`config.mk`:
```
export PLATFORM = sky130hd
export DESIGN_NAME = tag_scan_engine
export DESIGN_NICKNAME = d
export VERILOG_FILES = /design/src/rtl/tsc_pkg.sv /design/src/rtl/tsc_span_calc.sv /design/src/rtl/tsc_byte_fetch.sv /design/src/rtl/tsc_nibble_check.sv /design/src/rtl/tag_scan_engine.sv
export SDC_FILE = /design/constraint.sdc
export NUM_CORES = 1
export LEC_CHECK = 0
export BUFFER_PORTS_ARGS = -buffer_cell sky130_fd_sc_hd__buf_4
export CAP_MARGIN = 10
export CORE_ASPECT_RATIO = 0.7
export CORE_UTILIZATION = 40
export CTS_CLUSTER_DIAMETER = 200
export DETAILED_ROUTE_END_ITERATION = 12
export PLACE_DENSITY_LB_ADDON = 0.15
export SYNTH_ARGS = -nofsm -noshare
export SYNTH_HDL_FRONTEND = slang
export SYNTH_HIERARCHICAL = 1
export SYNTH_SLANG_ARGS = --single-unit
```
`constraint.sdc`:
```
create_clock -name clk -period 4.4 [get_ports clk]
set_input_delay 0.88 -clock clk [delete_from_list [all_inputs] [get_ports clk]]
set_output_delay 0.88 -clock clk [all_outputs]
set_load 0.005 [all_outputs]
```
`src/rtl/tsc_pkg.sv`:
```
package tsc_pkg;
  typedef enum logic [1:0] {
    ST_IDLE  = 2'd0,
    ST_FETCH = 2'd1,
    ST_TEST  = 2'd2
  } tsc_state_e;

  localparam int GRAN_LSB  = 4;
  localparam int BYTE_LSB  = 5;
  localparam int TAG_LSB   = 56;
  localparam int TAG_W     = 4;
endpackage

```
`src/rtl/tsc_span_calc.sv`:
```
module tsc_span_calc #(
  parameter int ADDR_W = 64,
  parameter int LEN_W  = 8,
  parameter int MEM_AW = 10,
  localparam int CNT_W = LEN_W - 3
) (
  input  logic [ADDR_W-1:0] addr,
  input  logic [LEN_W-1:0]  len_m1,
  output logic [ADDR_W-1:0] base_gran,
  output logic [CNT_W-1:0]  total,
  output logic              start_odd,
  output logic [MEM_AW-1:0] start_idx,
  output logic [3:0]        ptr_tag
);
  import tsc_pkg::*;

  logic [LEN_W:0] span_end;

  always_comb begin
    span_end  = {{(LEN_W-3){1'b0}}, addr[3:0]} + {1'b0, len_m1};
    total     = span_end[LEN_W:GRAN_LSB] + CNT_W'(1);
    base_gran = {addr[ADDR_W-1:GRAN_LSB], 4'b0000};
    start_odd = addr[GRAN_LSB];
    start_idx = addr[BYTE_LSB +: MEM_AW];
    ptr_tag   = addr[TAG_LSB +: TAG_W];
  end
endmodule

```
`src/rtl/tsc_byte_fetch.sv`:
```
module tsc_byte_fetch #(
  parameter int MEM_AW = 10
) (
  input  logic              clk,
  input  logic              rst_n,
  input  logic              load,
  input  logic [MEM_AW-1:0] load_idx,
  input  logic              issue,
  output logic              mem_rd_en,
  output logic [MEM_AW-1:0] mem_rd_addr,
  input  logic [7:0]        mem_rd_data,
  output logic [7:0]        cur_byte
);
  logic [MEM_AW-1:0] ptr_q;
  logic              fresh_q;
  logic [7:0]        held_q;

  always_ff @(posedge clk or negedge rst_n) begin
    if (!rst_n) begin
      ptr_q   <= '0;
      fresh_q <= 1'b0;
      held_q  <= '0;
    end else begin
      if (load)       ptr_q <= load_idx;
      else if (issue) ptr_q <= ptr_q + MEM_AW'(1);
      fresh_q <= issue;
      if (fresh_q) held_q <= mem_rd_data;
    end
  end

  assign mem_rd_en   = issue;
  assign mem_rd_addr = ptr_q;
  assign cur_byte    = fresh_q ? mem_rd_data : held_q;
endmodule

```
`src/rtl/tsc_nibble_check.sv`:
```
module tsc_nibble_check (
  input  logic [7:0] byte_in,
  input  logic       odd,
  input  logic [3:0] tag,
  output logic       mismatch
);
  logic [1:0] nib_bad;

  for (genvar i = 0; i < 2; i++) begin : g_nib
    assign nib_bad[i] = |(byte_in[4*i +: 4] ^ tag);
  end

  assign mismatch = nib_bad[odd];
endmodule

```
`src/rtl/tag_scan_engine.sv`:
```
module tag_scan_engine #(
  parameter int ADDR_W = 64,
  parameter int LEN_W  = 8,
  parameter int MEM_AW = 10,
  localparam int CNT_W = LEN_W - 3
) (
  input  logic              clk,
  input  logic              rst_n,
  input  logic              req_valid,
  output logic              req_ready,
  input  logic [ADDR_W-1:0] req_addr,
  input  logic [LEN_W-1:0]  req_len_m1,
  input  logic              req_check_en,
  output logic              mem_rd_en,
  output logic [MEM_AW-1:0] mem_rd_addr,
  input  logic [7:0]        mem_rd_data,
  output logic              busy,
  output logic              done,
  output logic              res_pass,
  output logic [CNT_W-1:0]  res_count,
  output logic [ADDR_W-1:0] res_fault_addr
);
  import tsc_pkg::*;

  tsc_state_e        state_q;
  logic [ADDR_W-1:0] ptr_q, base_q;
  logic [CNT_W-1:0]  total_q, n_q;
  logic [3:0]        tag_q;
  logic              odd_q;

  logic [ADDR_W-1:0] s_base;
  logic [CNT_W-1:0]  s_total;
  logic              s_odd;
  logic [MEM_AW-1:0] s_idx;
  logic [3:0]        s_tag;
  logic [7:0]        cur_byte;
  logic              mismatch, accept, start_scan, last_gran;
  logic [ADDR_W-1:0] fail_addr;

  tsc_span_calc #(.ADDR_W(ADDR_W), .LEN_W(LEN_W), .MEM_AW(MEM_AW)) span_i (
    .addr(req_addr), .len_m1(req_len_m1), .base_gran(s_base),
    .total(s_total), .start_odd(s_odd), .start_idx(s_idx), .ptr_tag(s_tag)
  );

  tsc_byte_fetch #(.MEM_AW(MEM_AW)) fetch_i (
    .clk(clk), .rst_n(rst_n), .load(start_scan), .load_idx(s_idx),
    .issue(state_q == ST_FETCH), .mem_rd_en(mem_rd_en),
    .mem_rd_addr(mem_rd_addr), .mem_rd_data(mem_rd_data), .cur_byte(cur_byte)
  );

  tsc_nibble_check cmp_i (
    .byte_in(cur_byte), .odd(odd_q), .tag(tag_q), .mismatch(mismatch)
  );

  assign req_ready  = (state_q == ST_IDLE);
  assign busy       = (state_q != ST_IDLE);
  assign accept     = req_valid && req_ready;
  assign start_scan = accept && req_check_en;
  assign last_gran  = (n_q + CNT_W'(1)) == total_q;
  assign fail_addr  = (n_q == '0) ? ptr_q
                    : base_q + {{(ADDR_W-CNT_W-4){1'b0}}, n_q, 4'b0000};

  always_ff @(posedge clk or negedge rst_n) begin
    if (!rst_n) begin
      state_q        <= ST_IDLE;
      ptr_q          <= '0;
      base_q         <= '0;
      total_q        <= '0;
      n_q            <= '0;
      tag_q          <= '0;
      odd_q          <= 1'b0;
      done           <= 1'b0;
      res_pass       <= 1'b0;
      res_count      <= '0;
      res_fault_addr <= '0;
    end else begin
      done <= 1'b0;
      unique case (state_q)
        ST_IDLE: begin
          if (accept) begin
            if (!req_check_en) begin
              done           <= 1'b1;
              res_pass       <= 1'b1;
              res_count      <= '0;
              res_fault_addr <= req_addr;
            end else begin
              ptr_q   <= req_addr;
              base_q  <= s_base;
              total_q <= s_total;
              tag_q   <= s_tag;
              odd_q   <= s_odd;
              n_q     <= '0;
              state_q <= ST_FETCH;
            end
          end
        end
        ST_FETCH: state_q <= ST_TEST;
        ST_TEST: begin
          if (mismatch) begin
            done           <= 1'b1;
            res_pass       <= 1'b0;
            res_count      <= n_q;
            res_fault_addr <= fail_addr;
            state_q        <= ST_IDLE;
          end else if (last_gran) begin
            done           <= 1'b1;
            res_pass       <= 1'b1;
            res_count      <= total_q;
            res_fault_addr <= ptr_q;
            state_q        <= ST_IDLE;
          end else begin
            n_q <= n_q + CNT_W'(1);
            if (odd_q) begin
              odd_q   <= 1'b0;
              state_q <= ST_FETCH;
            end else begin
              odd_q <= 1'b1;
            end
          end
        end
        default: state_q <= ST_IDLE;
      endcase
    end
  end
endmodule

```
==> summary.txt <==
Placed design
  – Cells after DPL: 1953
  – Hpwl dp: 25100 um
  – Number of port buffers: 167
  – Routability congestion estimate from global placement: 0.796

GRT
  – GRT Residual Overflow: 0
  – Largest net degree at the start of global routing: 126
  – GRT Resource Usage Total: 0.234
  – First-pass GRT wire length: 59400 um
  – Met2 global-route usage: 0.346
  – GRT Max-Usage Layer: met1
  – Met1 Use GR: 0.354
  – Met3 Use GR: 0.0386
  – Initial antenna violation count: 1
  – Vias in the first global route: 10063

Die
  – Die ar.: 32400 um2
  – Die W: 215 um
  – Core area: 31100 um2
  – Row cnt: 54
  – Starting Density: 0.407
  – Die span in y: 151 um
  – I/O pins: 168

Clocking
  – Worst-Skew Late Latency: 550 ps
  – Clock Sinks: 235
  – Clk buf depth: 3
  – Post-CTS setup repair buffer count: 0
  – Root Driver: clkbuf_16
  – Resize count post-CTS: 0
  – CTS Hold Bufs: 0
  – H-tree Lvls: 1
  – Total CTS buffers: 26
  – Reg clk slew, reported paths: 60 ps
  – CTS tree: done

Detailed routing
  – Via density: 5.37
  – DR DRC count: 0
  – 1st-pass router iterations: 5
  – WL final: 37900 um
  – WL/cell: 19.0 um
  – 1st-iter DRT viols: 894
  – Antenna-violating nets left: 0
  – Vias: 10715

Yosys
  – Post-synth ARST share: 1.00
  – Post-synth top area share: 0.464
  – Synthesized flop and latch total: 235
  – Seq/Total Area, Yosys: 0.464
  – Yosys top cell by area: dfrtp_1
  – Ys Warns: 6
  – Cells after synthesis: 1504
  – Syn Area/Cell: 8.43 um2
  – Post-synth top flop: dfrtp_1
  – Cell area after synthesis: 12700 um2
  – Post-synthesis cell type count: 77
  – EDFF count, synth: 0
  – Synth top area cells: dfrtp_1, nand2_1, buf_4, nor2_1, nand3_1

Setup path
  – Reg2Reg Depth: 10
  – Setup crit end kind: flop
  – Worst Path Required: 4810 ps
  – Startpoint class of the critical path: flop
  – CP Class: reg -> reg
  – CP max FO: 28
  – Critical Path AT: 4010 ps

Final layout
  – Non-Filler Instances: 1996
  – P&R area growth vs syn: 15.1%
  – Commonest non-fill, non-tap cell in the layout: nand2_1
  – Layout cells sized above 1: 0.166
  – Fillcell total: 3064
  – Most frequent cells in the layout: nand2_1, dfrtp_1, buf_4
  – Layout Nets: 1658

Run
  – Maxcap violations: 0

Power and ir drop
  – Pleak: 6.78 nW
  – Pwr/cell area: 549 nW/um2
  – Maximum VDD drop: 0.257 mV

STA
  – Headroom to the max-slew limit: 0.258
  – Tmin final: 3590 ps
  – Endpoints failing setup: 0
  – Max-slew violation count: 0
  – Tcrit/Tclk final: 0.817
  – Fin. Hold Viols: 0
  – Final setup TNS: 0 ps
  – Skew final: 15.1 ps
  – Worst Tran Pin Value: 1110 ps
  – RSZ-0062 raised after global routing: no
  – Max frequency: 278 MHz

Min path
  – Worst min path class: in -> async

Run status
  – Status: complete, no violations
## synthesized netlist by cell type, drive strengths merged, types with 3 or more instances
| cell type | count |
|---|---|
| nand2 | 491 |
| dfrtp | 235 |
| buf | 98 |
| nor2 | 78 |
| clkbuf | 74 |
| o21ai | 64 |
| nand3 | 57 |
| a21oi | 47 |
| xor2 | 25 |
| xnor2 | 22 |
| nor4 | 21 |
| inv | 20 |
| and3 | 17 |
| a31oi | 16 |
| mux2i | 15 |
| nand4 | 15 |
| o31ai | 13 |
| a221oi | 12 |
| ha | 12 |
| o211ai | 11 |
| or4 | 11 |
| a211oi | 10 |
| nor3 | 10 |
| o31a | 10 |
| mux2 | 8 |
| a22oi | 7 |
| and4 | 7 |
| or3 | 7 |
| a2111oi | 6 |
| a2bb2oi | 6 |
| nor2b | 6 |
| a21o | 5 |
| a221o | 5 |
| nor3b | 5 |
| o21a | 5 |
| o221ai | 5 |
| o22ai | 5 |
| a31o | 4 |
| a21boi | 3 |
| o22a | 3 |
| or4b | 3 |
## final cells by class
| cell class | count | area (um2) | area share |
|---|---|---|---|
| Antenna cell | 1 | 2.50 | 0.000171 |
| Clock buffer | 39 | 811 | 0.0555 |
| Clock inverter | 3 | 15.0 | 0.00103 |
| Inverter | 20 | 77.6 | 0.00531 |
| Multi-Input combinational cell | 1080 | 5790 | 0.397 |
| Sequential cell | 235 | 5880 | 0.403 |
| Tap cell | 420 | 526 | 0.0360 |
| Timing Repair Buffer | 198 | 1490 | 0.102 |
## power breakdown
group / internal, W / total (W) / switching (W)
Sequential: 0.00285 / 0.00347 / 0.000624
Clock: 0.00125 / 0.00216 / 0.000908
Combinational: 0.00111 / 0.00237 / 0.00127
Total: 0.00521 / 0.00801 / 0.00280
## kinds of logic (layout without fill, tap and decap cells)
group | count (synthesis) | after routing | synth area share
xor+xnor | 47 | 47 | 0.0325
other cells | 1 | 5 | 0.000296
simple gates | 737 | 737 | 0.251
buf+inv | 192 | 260 | 0.0830
compound gates | 256 | 256 | 0.137
mux | 23 | 23 | 0.0189
flops | 235 | 235 | 0.464
fa+ha+maj | 13 | 13 | 0.0134
## stage by stage
step	worst slack, ps	total power [W]	utilization	hold WS, ps	cell area (um2)
3_5_place_dp	764	0.00589	0.442	456	13800
3_3_place_gp	819	0.00584	0.442	450	13800
2_1_floorplan	999	0.00471	-	437	12700
5_1_grt	599	0.00852	0.469	487	14600
6_report	807	0.00801	0.469	371	14600
4_1_cts	821	0.00808	0.469	472	14600
## routing by layer
layer | share of wire | up-vias
met4 | 0.022 | 0
met5 | 0 | -
met1 | 0.50 | 5169
met2 | 0.42 | 296
li1 | - | 5188
met3 | 0.051 | 62
## registers in the layout, summed over array words and instances, names as in the netlist, 2 cells and up
register,count
res_fault_addr,64
tag_q,4
res_count,5
ptr_q,64
n_q,5
fetch_i/held_q,8
base_q,64
state_q,2
total_q,5
fetch_i/mem_rd_addr,10
## critical path, stage by stage (launching register included)
cell and delay [ps]:
dfrtp_1 490, ha_1 250, inv_1 70, fa_1 370
nor2b_1 230, o211ai_1 110, buf_4 210, a2111o_1 800
o41a_1 530, o21ai_0 270, a31oi_1 120
## worst paths after layout
kind	from	endpoint	slack, ps
worst max-delay path	n_q[0]$_DFFE_PN0P_	res_fault_addr[62]$_DFFE_PN0P_	810
worst min-delay path	rst_n	fetch_i/held_q[4]$_DFF_PN0_	370
worst max register to register	n_q[0]$_DFFE_PN0P_	res_fault_addr[62]$_DFFE_PN0P_	810
worst min register to register	ptr_q[12]$_DFFE_PN0P_	ptr_q[12]$_DFFE_PN0P_	470
max in group asynchronous	rst_n	ptr_q[28]$_DFFE_PN0P_	2970
min in group clk	ptr_q[12]$_DFFE_PN0P_	ptr_q[12]$_DFFE_PN0P_	470
No activity file was read; power rests on OpenSTA's default activity.
